File: config.mk
export PLATFORM = sky130hd
export DESIGN_NAME = cmdRegInterp
export DESIGN_NICKNAME = d
export VERILOG_FILES = /design/src/rtl/hostCmdPkg.sv /design/src/rtl/cmdRegCtrl.sv /design/src/rtl/cmdRegData.sv /design/src/rtl/cmdRegInterp.sv
export SDC_FILE = /design/constraint.sdc
export NUM_CORES = 1
export LEC_CHECK = 0
export CAP_MARGIN = 20
export CORE_UTILIZATION = 33
export CTS_CLUSTER_DIAMETER = 100
export DETAILED_ROUTE_END_ITERATION = 8
export DONT_BUFFER_PORTS = 1
export SLEW_MARGIN = 20
export SYNTH_ARGS = -nofsm -noshare
export SYNTH_HDL_FRONTEND = slang
export SYNTH_HIERARCHICAL = 1
export SYNTH_SLANG_ARGS = --single-unit
File: constraint.sdc
create_clock -name clk -period 3.8 [get_ports clk]
set_input_delay 0.38 -clock clk [delete_from_list [all_inputs] [get_ports clk]]
set_output_delay 0.38 -clock clk [all_outputs]
set_load 0.05 [all_outputs]
File: src/rtl/hostCmdPkg.sv
package hostCmdPkg;
  localparam int WORD_W    = 16;
  localparam int CODE_W    = 8;
  localparam int EP_COUNT  = 16;
  localparam int EP_IDX_W  = $clog2(EP_COUNT);
  localparam int INT_WORDS = 2;
  localparam int IDX_W     = (INT_WORDS > 1) ? $clog2(INT_WORDS) : 1;
  localparam int WCNT_W    = $clog2(INT_WORDS + 1);

  localparam logic [CODE_W-1:0] OP_CLEAR_ALL = 8'hF6;

  typedef enum logic [2:0] {
    TGT_NONE, TGT_EPCFG, TGT_DEVADDR, TGT_MODE,
    TGT_HWCFG, TGT_INTEN, TGT_DMACFG, TGT_DMACNT
  } tgt_e;

  typedef struct packed {
    tgt_e                tgt;
    logic                isWrite;
    logic [EP_IDX_W-1:0] epIdx;
    logic [WCNT_W-1:0]   words;
  } cmdInfo_t;

  typedef struct packed {
    logic                wrStb;
    logic                rdSel;
    logic                clearAll;
    tgt_e                tgt;
    logic [EP_IDX_W-1:0] epIdx;
    logic [IDX_W-1:0]    wordIdx;
  } ctrlStb_t;

  function automatic cmdInfo_t decodeCmd(input logic [CODE_W-1:0] code);
    cmdInfo_t info;
    info = '0;
    info.tgt = TGT_NONE;
    if (code[7:5] == 3'b001) begin
      info.tgt     = TGT_EPCFG;
      info.isWrite = ~code[4];
      info.epIdx   = code[EP_IDX_W-1:0];
    end else begin
      info.isWrite = ~code[0];
      case (code[7:1])
        7'h5B:   info.tgt = TGT_DEVADDR;
        7'h5C:   info.tgt = TGT_MODE;
        7'h5D:   info.tgt = TGT_HWCFG;
        7'h61:   info.tgt = TGT_INTEN;
        7'h78:   info.tgt = TGT_DMACFG;
        7'h79:   info.tgt = TGT_DMACNT;
        default: info.tgt = TGT_NONE;
      endcase
    end
    if (info.tgt == TGT_INTEN)     info.words = WCNT_W'(INT_WORDS);
    else if (info.tgt != TGT_NONE) info.words = WCNT_W'(1);
    else                           info.words = '0;
    return info;
  endfunction
endpackage

File: src/rtl/cmdRegCtrl.sv
module cmdRegCtrl
  import hostCmdPkg::*;
(
  input  logic              clk,
  input  logic              rst,
  input  logic              busSel,
  input  logic              busWr,
  input  logic              busRd,
  input  logic [CODE_W-1:0] cmdByte,
  output ctrlStb_t          stb
);
  cmdInfo_t          curCmd;
  logic [WCNT_W-1:0] wordCnt;
  logic              cmdStrobe, dataWr, dataRd, inRange;

  assign cmdStrobe = busSel & busWr;
  assign dataWr    = ~busSel & busWr;
  assign dataRd    = ~busSel & busRd & ~busWr;
  assign inRange   = (wordCnt < curCmd.words);

  always_ff @(posedge clk) begin
    if (rst) begin
      curCmd     <= '0;
      curCmd.tgt <= TGT_NONE;
      wordCnt    <= '0;
    end else if (cmdStrobe) begin
      curCmd  <= decodeCmd(cmdByte);
      wordCnt <= '0;
    end else if ((dataWr || dataRd) && inRange) begin
      wordCnt <= wordCnt + 1'b1;
    end
  end

  always_comb begin
    stb          = '0;
    stb.tgt      = curCmd.tgt;
    stb.epIdx    = curCmd.epIdx;
    stb.wordIdx  = wordCnt[IDX_W-1:0];
    stb.wrStb    = dataWr & curCmd.isWrite & inRange;
    stb.rdSel    = ~curCmd.isWrite & inRange;
    stb.clearAll = cmdStrobe & (cmdByte == OP_CLEAR_ALL);
  end

  // counter restarts on every command cycle
  assert_cnt_restart_R6: assert property (@(posedge clk) disable iff (rst)
    cmdStrobe |=> (wordCnt == '0));

  // counter never passes the word count of its target
  assert_cnt_bounded_R6: assert property (@(posedge clk) disable iff (rst)
    wordCnt <= curCmd.words);

  // high byte cannot disturb decoding of a known opcode
  assert_low_byte_only_R2: assert property (@(posedge clk) disable iff (rst)
    (cmdStrobe && cmdByte == 8'hB6) |=> (curCmd.tgt == TGT_DEVADDR && curCmd.isWrite));

  // the clear opcode opens no data phase
  assert_clear_no_target_R8: assert property (@(posedge clk) disable iff (rst)
    (cmdStrobe && cmdByte == OP_CLEAR_ALL) |=> (curCmd.tgt == TGT_NONE));
endmodule

File: src/rtl/cmdRegData.sv
module cmdRegData
  import hostCmdPkg::*;
(
  input  logic              clk,
  input  logic              rst,
  input  ctrlStb_t          stb,
  input  logic [WORD_W-1:0] wrData,
  output logic [WORD_W-1:0] rdWord
);
  logic [EP_COUNT-1:0][WORD_W-1:0]  epCfg;
  logic [INT_WORDS-1:0][WORD_W-1:0] intEn;
  logic [WORD_W-1:0] devAddr, modeReg, hwCfg, dmaCfg, dmaCnt;

  always_ff @(posedge clk) begin
    if (rst || stb.clearAll) begin
      epCfg   <= '0;
      intEn   <= '0;
      devAddr <= '0;
      modeReg <= '0;
      hwCfg   <= '0;
      dmaCfg  <= '0;
      dmaCnt  <= '0;
    end else if (stb.wrStb) begin
      case (stb.tgt)
        TGT_EPCFG:   epCfg[stb.epIdx]   <= wrData;
        TGT_DEVADDR: devAddr            <= wrData;
        TGT_MODE:    modeReg            <= wrData;
        TGT_HWCFG:   hwCfg              <= wrData;
        TGT_INTEN:   intEn[stb.wordIdx] <= wrData;
        TGT_DMACFG:  dmaCfg             <= wrData;
        TGT_DMACNT:  dmaCnt             <= wrData;
        default: ;
      endcase
    end
  end

  always_comb begin
    rdWord = '0;
    if (stb.rdSel) begin
      case (stb.tgt)
        TGT_EPCFG:   rdWord = epCfg[stb.epIdx];
        TGT_DEVADDR: rdWord = devAddr;
        TGT_MODE:    rdWord = modeReg;
        TGT_HWCFG:   rdWord = hwCfg;
        TGT_INTEN:   rdWord = intEn[stb.wordIdx];
        TGT_DMACFG:  rdWord = dmaCfg;
        TGT_DMACNT:  rdWord = dmaCnt;
        default:     rdWord = '0;
      endcase
    end
  end

  // without an accepted write or clear, no register moves
  assert_hold_without_write_R10: assert property (@(posedge clk) disable iff (rst)
    (!stb.wrStb && !stb.clearAll) |=> ($stable(epCfg) && $stable(intEn) && $stable(devAddr)
      && $stable(modeReg) && $stable(hwCfg) && $stable(dmaCfg) && $stable(dmaCnt)));

  // clear opcode zeroes the whole register file
  assert_clear_all_R8: assert property (@(posedge clk) disable iff (rst)
    stb.clearAll |=> (epCfg == '0 && intEn == '0 && devAddr == '0 && modeReg == '0
      && hwCfg == '0 && dmaCfg == '0 && dmaCnt == '0));

  // reset input zeroes the whole register file
  assert_reset_clear_R9: assert property (@(posedge clk)
    rst |=> (epCfg == '0 && intEn == '0 && devAddr == '0 && modeReg == '0
      && hwCfg == '0 && dmaCfg == '0 && dmaCnt == '0));

  // nothing readable selected means zero on the bus
  assert_idle_read_zero_R7: assert property (@(posedge clk) disable iff (rst)
    !stb.rdSel |-> (rdWord == '0));
endmodule

File: src/rtl/cmdRegInterp.sv
module cmdRegInterp
  import hostCmdPkg::*;
(
  input  logic              clk,
  input  logic              rst,
  input  logic              busSel,
  input  logic              busWr,
  input  logic              busRd,
  input  logic [WORD_W-1:0] busWrData,
  output logic [WORD_W-1:0] busRdData
);
  ctrlStb_t stb;

  cmdRegCtrl u_ctrl (
    .clk     (clk),
    .rst     (rst),
    .busSel  (busSel),
    .busWr   (busWr),
    .busRd   (busRd),
    .cmdByte (busWrData[CODE_W-1:0]),
    .stb     (stb)
  );

  cmdRegData u_data (
    .clk    (clk),
    .rst    (rst),
    .stb    (stb),
    .wrData (busWrData),
    .rdWord (busRdData)
  );
endmodule

==> impl_metrics.ini, run 1 <==
[critical_path]
endpoint_kind = output pin
arrival_ns = 3.21
crit_family = simple AND/OR/NAND/NOR gates
path_depth = 10
cp-startpoint = u_ctrl/curCmd[1]$_SDFFE_PP0P_
crit_fanout = 8
crit_top_cell = buf_4
r2r-start = u_ctrl/curCmd[1]$_SDFFE_PP0P_
max_stage_delay_ns = 0.38
reg2reg_depth = 8
cp.buffers_inverters = 3
path_cells = inv_1, ha_1, a21o_1, nor2_1, and4bb_1, nor2b_2, buf_4, a221oi_1, o22ai_1, buf_4
startpoint_type = flip-flop
path_class = flip-flop to output pin
required_ns = 3.42
timing.rr.end = u_data/epCfg[142]$_SDFFE_PP0P_
crit_end = busRdData[4]
r2r_setup_slack_ns = 0.68
slowest_stage = o22ai_1

[logic_synthesis]
syn-num-nets = 1761
async_flop_share_pct = 0
synth_common_cells = dfxtp_1, mux2i_1, nor2_1
synth_edf_count = 0
synth_area_leaders = dfxtp_1, mux2i_1, mux4_2
synth_area_per_cell_um2 = 9.91
yosys_warnings = 6
synth_seq_cells = 380
ys_types = 63
synth_ff_type = dfxtp_1
synth_area_leader_cell = dfxtp_1
synth_area_mm2 = 0.0172
synthCells = 1739
yosysSeqAreaShare_pct = 44.2
yosysMostFrequentCell = dfxtp_1
synth_top_area_share_pct = 44.2

[grt]
antenna_found_initial = 3
gr-usage-met1_pct = 23.1
track_usage_pct = 17.8
met2_usage_pct = 29.4
grt_pass1_vias = 12500
grt_max_degree = 165
grt_pass1_wl_um = 73800
use_met3_pct = 3.09
grt_busiest_layer = met2
grt_overflow_total = 0

[finish]
fillers = 5073
multi_input_comb_area_mm2 = 0.00869
instances_no_fill = 2399
drive_above_1_share_pct = 13.7
seq_area_mm2 = 0.00762
nNetsFinal = 1709
syn_to_final_growth_pct = 12.6
fin_area_mm2 = 0.0194

[placement]
dp.cells = 2302
routabilityCongestion = 0.817
port_buffers = 0
hpwl_um = 28800
placed_area_mm2 = 0.0177

[timing]
max_freq_mhz = 279
rsz0062_at_grt = no
tns_ns = 0
hold_violations = 0
worst_slew_pin_slew_ns = 1.18
timing.slew.headroom_pct = 21.1
fin_crit_ns = 3.59
slew_viol_final = 0
finalCritPeriodShare_pct = 94.4
finalSetupViolCount = 0
fin_skew_ns = 0.0146

[floorplan]
die_w_um = 230
die_area_mm2 = 0.0531
io_pins = 37
row_count = 83
die_h_um = 230
core_mm2 = 0.0514
initial_core_util_pct = 33.5

[drt]
via_count = 12600
via_per_inst = 5.24
wl_um = 47100
antenna_left = 0
wl_per_cell_um = 19.7
dr.pass1.iters = 5
drc_errors = 0
drt_first_iter_violations = 1042

[cts]
clk_path_buf_depth = 3
cts_tree = yes
clk_pin_slew_ns = 0.06
cts_buffers = 42
cts_sinks = 380
root_buffer = clkbuf_16
h-tree-depth = 2
cts_setup_buffers = 0
clk_latency_ns = 0.56

[power_and_ir_drop]
power_mw = 8.54
peakVddDrop_uv = 253
p_leak_nw = 7.89
power_per_cell_area_mw_per_mm2 = 440

[hold_path]
min_path_type = input port to flip-flop

[run_status]
status = complete, no violations

[job]
drv_cap = 0
[layout by cell type (no fill, tap or decap), types with 17 or more instances in the layout]
master / instances
dfxtp_1: 377
mux2i_1: 311
nor2_1: 286
nand2_1: 231
a21oi_1: 113
mux4_2: 62
clkbuf_16: 45
buf_4: 39
mux2_2: 24
dlygate4sd3_1: 17
[power by group]
part,total (mW),internal (mW),switching (mW)
registers,4.00,3.99,0.0160
logic,0.255,0.0631,0.192
clock network,4.29,2.67,1.62
total,8.54,6.72,1.83
[cell families (layout without fill, tap and decap cells)]
group / Yosys count / in the layout / share of synthesized area, %
other: 0 / 1 / 0
muxes: 401 / 401 / 28.4
DFF: 380 / 380 / 44.2
and+or+nand+nor: 594 / 594 / 15.1
buffers and inverters: 172 / 151 / 5.43
xor gates and xnor gates: 1 / 1 / 0.0509
AOI/OAI and AO/OA: 190 / 190 / 6.80
adders and majority gates: 1 / 1 / 0.0726
[worst min path at each step]
stage / startpoint / cells past startpoint / slack, ns / end
after floorplan: u_data/dmaCnt[9]$_SDFFE_PP0P_ / 2 / 0.43 / u_data/dmaCnt[9]$_SDFFE_PP0P_
after global placement: u_data/dmaCnt[13]$_SDFFE_PP0P_ / 2 / 0.44 / u_data/dmaCnt[13]$_SDFFE_PP0P_
after detailed placement: u_data/dmaCnt[9]$_SDFFE_PP0P_ / 2 / 0.45 / u_data/dmaCnt[9]$_SDFFE_PP0P_
after CTS: busWrData[4] / 2 / 0.001 / u_data/epCfg[84]$_SDFFE_PP0P_
after global routing: busWrData[0] / 3 / 0.03 / u_ctrl/curCmd[6]$_SDFFE_PP0P_
final: busWrData[4] / 2 / 0.02 / u_data/epCfg[84]$_SDFFE_PP0P_
[per-stage QoR]
step                util, %  setup WS, ns  hold WS [ns]
floorplan                 -         0.769         0.431
global placement       34.4         0.632         0.439
detailed placement     34.4         0.662         0.445
CTS                    37.8        0.0499       0.00109
global route           37.7        0.0688        0.0341
finish                 37.7         0.211        0.0204
[routing by layer]
metal	vias to the layer above	part of all wire, %
met4	2	3.1
met3	79	5.5
li1	5929	-
met1	6229	44
met5	-	0.019
met2	320	48
[flip-flops by register name, summed over array words and instances, names as in the netlist]
signal	count
u_data/dmaCfg	16
u_ctrl/stb	7
u_data/epCfg	256
u_data/dmaCnt	16
u_ctrl/wordCnt	2
u_data/modeReg	16
u_ctrl/curCmd	3
u_data/hwCfg	16
u_data/devAddr	16
u_data/intEn	32
[area by class of cell]
| cell class | count | area share [%] |
|---|---|---|
| Sequential cell | 380 | 39.2 |
| Tap cell | 680 | 4.38 |
| Inverter | 4 | 0.0774 |
| Multi-Input combinational cell | 1187 | 44.8 |
| Timing Repair Buffer | 72 | 3.88 |
| Antenna cell | 1 | 0.0129 |
| Clock buffer | 63 | 6.62 |
| Clock inverter | 12 | 0.974 |
[repair_timing]
item | in CTS | in global routing
hold buffers | 21 | 0
endpoints found under the setup margin | 0 | 3
hold endpoints to repair | 370 | 0
resized for setup | 0 | 2
Power figures use the tool's default switching activity.
==> inputs of run 2 (changes only) <==
ABC_AREA = 1   (was not set)
SYNTH_HIERARCHICAL = not set   (was 1)
==> run 2 against run 1 <==
  * Sequential power barely moved
  * Worst hold slack got worse by 0.014 ns
  * Design area rose by 3.2%
  * Largest power group unchanged
  * First-iteration DRC count rose to 2.5 times the previous value
  * Global-route usage rose by 6.5 points
  * Die area rose by 3.9%
  * Worst setup slack got worse by 0.039 ns
  * Clock power fell by 4.9%
  * Synthesized cell count rose by 58%
  * Critical path depth did not move
==> impl_metrics.ini, run 2 <==
[logic_synthesis]
synth_area_mm2 = 0.0179
synth_edf_count = 0
synth_top_area_share_pct = 42.5
yosysMostFrequentCell = nand2_1
synth_area_leaders = dfxtp_1, nand2_1, a21oi_1
synth_common_cells = nand2_1, a21oi_1, dfxtp_1
synthCells = 2741
async_flop_share_pct = 0
syn-num-nets = 2763
ys_types = 29
synth_seq_cells = 380
synth_area_leader_cell = dfxtp_1
synth_area_per_cell_um2 = 6.53
yosys_warnings = 0
yosysSeqAreaShare_pct = 42.5
synth_ff_type = dfxtp_1

[hold_path]
min_path_type = input port to flip-flop

[critical_path]
endpoint_kind = output pin
startpoint_type = flip-flop
crit_fanout = 44
path_class = flip-flop to output pin
arrival_ns = 3.25
required_ns = 3.42

[drt]
via_per_inst = 5.52
wl_um = 69500
drc_errors = 0
antenna_left = 0
dr.pass1.iters = 6
wl_per_cell_um = 20.5
drt_first_iter_violations = 2638
via_count = 18700

[run_status]
status = complete, no violations

[finish]
top_register = u_data.epCfg
syn_to_final_growth_pct = 11.9
nNetsFinal = 2689
fin_area_mm2 = 0.0200
drive_above_1_share_pct = 5.71
final_cell_mix = nand2_1, a21oi_1, dfxtp_1
instances_no_fill = 3384
final_common_cell = nand2_1
largest_reg_flops = 256
largest_registers = u_data.epCfg: 256 flops, u_data.intEn: 32 flops
final_core_util_pct = 37.7

[placement]
routabilityCongestion = 0.895
dp.cells = 3265
port_buffers = 0
placed_area_mm2 = 0.0182
hpwl_um = 36500

[cts]
clk_path_buf_depth = 3
cts_tree = yes
cts_sinks = 380
cts_buffers = 41
cts_setup_buffers = 0
root_buffer = clkbuf_16
clk_pin_slew_ns = 0.06
h-tree-depth = 2
clk_latency_ns = 0.56

[grt]
track_usage_pct = 24.3
grt_pass1_wl_um = 105000
antenna_found_initial = 5
grt_max_degree = 91
grt_pass1_vias = 16600
grt_overflow_total = 0

[floorplan]
core_mm2 = 0.0531
io_pins = 37
die_w_um = 235
row_count = 84
die_h_um = 235
die_area_mm2 = 0.0552
initial_core_util_pct = 33.7

[timing]
slew_viol_final = 0
rsz0062_at_grt = no
finalSetupViolCount = 0
timing.slew.headroom_pct = 20.2
worst_slew_pin_slew_ns = 1.19
finalCritPeriodShare_pct = 95.5
max_freq_mhz = 276
hold_violations = 0
fin_skew_ns = 0.0182
whs_ns = 0.00653
fin_crit_ns = 3.63
tns_ns = 0

[power_and_ir_drop]
p_leak_nw = 7.37
peakVddDrop_uv = 318
power_per_cell_area_mw_per_mm2 = 418

[job]
drv_cap = 0
## run 2: area by class of cell
| type | count | area [µm²] |
|---|---|---|
| multi-input combinational | 2090 | 9030 |
| timing repair buffer | 105 | 1000 |
| fill | 5522 | 33000 |
| inverter | 49 | 189 |
| antenna | 1 | 2.50 |
| clock buffer | 64 | 1240 |
| tap | 688 | 861 |
| sequential | 380 | 7610 |
| clock inverter | 7 | 91.3 |
## run 2: metrics by stage
stage               power (mW)  setup WS (ns)
floorplan                 4.23           1.38
detailed placement        4.22          0.759
CTS                       8.38          0.242
finish                    8.36          0.172
global route              8.57         0.0845
global placement          4.21          0.811
## run 2: layer usage
metal | vias to the layer above | track usage [%] | share of wire, %
met5 | - | 0 | 0.020
met4 | 2 | 8.49 | 3.4
met3 | 133 | 5.70 | 11
met2 | 992 | 34.8 | 41
met1 | 8836 | 35.2 | 44
li1 | 8709 | - | -
## run 2: timing repair
| action | CTS | global route |
|---|---|---|
| hold buffers | 47 | 0 |
| gates resized for setup | 0 | 1 |
| endpoints found under the setup margin | 0 | 1 |
| endpoints found under the hold margin | 176 | 0 |
## run 2: kinds of logic after synthesis
group	Yosys count	share of synthesized area (%)
AOI/OAI and AO/OA	435	12.5
adders and majority gates	1	0.0699
buffers and inverters	271	7.15
DFF	380	42.5
and+or+nand+nor	1654	37.7
## run 2: critical path, cell delays in order, from the launching register on
cell     delay, ns
dfxtp_4       0.64
buf_4         0.54
nand2_1       0.11
nand2_1       0.10
nand2_1       0.05
nand2_1       0.10
nand2_1       0.15
nand2_1       0.13
o21ai_0       0.18
a21oi_1       0.38
buf_4         0.28
## run 2: power breakdown
group          total [mW]  internal, mW  leakage (nW)  switching (mW)
clock network        4.08          2.38         0.653            1.70
registers            3.99          3.98          3.06         0.00345
logic               0.297        0.0582          3.66           0.239
## run 2: final timing paths
kind | startpoint | endpoint | slack (ns) | depth (start not counted)
worst max-delay path | u_ctrl.stb[1]$_SDFFE_PP0P_ | busRdData[12] | 0.17 | 10
worst min-delay path | busWrData[15] | u_data.epCfg[47]$_SDFFE_PP0P_ | 0.007 | 2
worst max register to register | u_ctrl.stb[5]$_SDFFE_PP0P_ | u_data.modeReg[5]$_SDFFE_PP0P_ | 0.63 | 7
worst min register to register | u_ctrl.curCmd[0]$_SDFFE_PP0P_ | u_ctrl.curCmd[0]$_SDFFE_PP0P_ | 0.45 | 2
==> inputs of run 3 (changes only) <==
SETUP_SLACK_MARGIN = 0.5   (was not set)
==> run 3 against run 2 <==
  * Highest routed layer is now met4
  * Total power barely moved
  * Critical path type unchanged
  * Register-to-register slack improved by 0.21 ns
  * Flip-flop and latch count did not move
  * Sequential power barely moved
  * Worst hold slack improved by 0.0040 ns
  * Global-route usage barely moved
  * Fmax rose by 12%
==> impl_metrics.ini, run 3 (same netlist as run 2, synthesis figures left out) <==
[job]
drv_cap = 0

[finish]
final_common_cell = nand2_1
top_register = u_data.epCfg
syn_to_final_growth_pct = 12.7
largest_reg_flops = 256
instances_no_fill = 3389
final_cell_mix = nand2_1, a21oi_1, dfxtp_1
fillers = 5506
fin_area_mm2 = 0.0202
largest_registers = u_data.epCfg: 256 flops, u_data.intEn: 32 flops
drive_above_1_share_pct = 6.07
final_core_util_pct = 38.0
nNetsFinal = 2694

[grt]
use_met3_pct = 5.65
grt_overflow_total = 0
grt_max_degree = 91
antenna_found_initial = 4
gr-usage-met1_pct = 35.2
track_usage_pct = 24.3
grt_busiest_layer = met1
grt_pass1_wl_um = 105000
grt_pass1_vias = 16700
met2_usage_pct = 35.0

[power_and_ir_drop]
p_leak_nw = 7.40
peakVddDrop_uv = 317
p_clk_share_pct = 48.7
combPwrFrac_pct = 3.6
swShare_pct = 23.2
power_per_cell_area_mw_per_mm2 = 415
switching_power_mw = 1.94
seq_power_share_pct = 47.7
p_int_mw = 6.42

[floorplan]
core_mm2 = 0.0531
die_area_mm2 = 0.0552
initial_core_util_pct = 33.7
io_pins = 37
die_h_um = 235
row_count = 84
die_w_um = 235

[drt]
dr.pass1.iters = 6
via_count = 18800
wl_per_cell_um = 20.6
drc_errors = 0
wl_um = 69800
antenna_left = 0
via_per_inst = 5.53
drt_first_iter_violations = 2769

[cts]
clk_latency_ns = 0.56
clk_pin_slew_ns = 0.06
cts_tree = yes
cts_buffers = 41
root_buffer = clkbuf_16
cts_sinks = 380
h-tree-depth = 2
clk_path_buf_depth = 3

[critical_path]
endpoint_kind = output pin
startpoint_type = flip-flop
cp-startpoint = u_ctrl.stb[1]$_SDFFE_PP0P_
crit_fanout = 43
arrival_ns = 2.85
r2r-start = u_ctrl.curCmd[1]$_SDFFE_PP0P_
required_ns = 3.42
path_class = flip-flop to output pin

[placement]
dp.cells = 3265
placed_area_mm2 = 0.0182
hpwl_um = 36500
routabilityCongestion = 0.895
port_buffers = 0

[timing]
fin_crit_ns = 3.23
slew_viol_final = 0
worst_slew_pin_slew_ns = 1.18
finalCritPeriodShare_pct = 84.9
finalSetupViolCount = 0
rsz0062_at_grt = no
tns_ns = 0
timing.slew.headroom_pct = 21.1
hold_violations = 0
fin_skew_ns = 0.0180
max_freq_mhz = 310

[hold_path]
min_path_type = input port to flip-flop
min_from = busWrData[15]

[run_status]
status = complete, no violations
run 3: area by class of cell:
cell class	count	area [µm²]	area share [%]
Multi-Input combinational cell	2090	9040	44.9
Sequential cell	380	7610	37.7
Tap cell	688	861	4.27
Antenna cell	1	2.50	0.0124
Clock buffer	64	1240	6.17
Timing Repair Buffer	110	1110	5.48
Clock inverter	7	91.3	0.453
Inverter	49	204	1.01
run 3: layer usage:
layer | wire length (µm) | share of wire, %
met2 | 29000 | 42
met4 | 2270 | 3.3
met3 | 8150 | 12
met5 | 0 | 0
met1 | 30300 | 43
run 3: per-stage QoR:
| stage | hold slack [ns] | setup WS [ns] | power (mW) |
|---|---|---|---|
| after floorplan | 0.426 | 1.38 | 4.23 |
| after global placement | 0.448 | 0.811 | 4.21 |
| after detailed placement | 0.446 | 0.759 | 4.22 |
| after CTS | 0.0000159 | 0.473 | 8.38 |
| after global routing | 0.00457 | 0.518 | 8.57 |
| final | 0.0105 | 0.573 | 8.37 |
run 3: worst paths after layout:
| path | endpoint | cells after the start | slack [ns] |
|---|---|---|---|
| max | busRdData[7] | 11 | 0.57 |
| min | u_data.epCfg[47]$_SDFFE_PP0P_ | 2 | 0.01 |
| max reg2reg | u_data.intEn[26]$_SDFFE_PP0P_ | 8 | 0.84 |
| min reg2reg | u_ctrl.curCmd[0]$_SDFFE_PP0P_ | 2 | 0.45 |
run 3: power groups by stage:
stage / logic [mW] / clock network, mW / registers [mW]
after floorplan: 0.159 / 0 / 4.08
after global placement: 0.138 / 0 / 4.08
after detailed placement: 0.139 / 0 / 4.08
after CTS: 0.286 / 4.11 / 3.99
after global routing: 0.304 / 4.28 / 3.99
final: 0.300 / 4.08 / 3.99
run 3: what timing repair did:
| item | 4_1_cts | 5_1_grt |
|---|---|---|
| buffers inserted | 1 | 3 |
| gates cloned | 0 | 1 |
| resized for setup | 8 | 11 |
| hold buffers | 47 | 0 |
| setup endpoints to repair | 16 | 21 |
| endpoints found under the hold margin | 176 | 0 |
run 3: worst max-delay path, stage by stage, from the launching register on:
cell       delay, ns
dfxtp_4         0.58
inv_12          0.17
clkbuf_16       0.26
nand2_1         0.08
nand2_1         0.04
nand2_1         0.05
nand2_1         0.05
nand2_1         0.05
nand2_1         0.11
o21ai_0         0.47
a21oi_1         0.15
buf_4           0.23
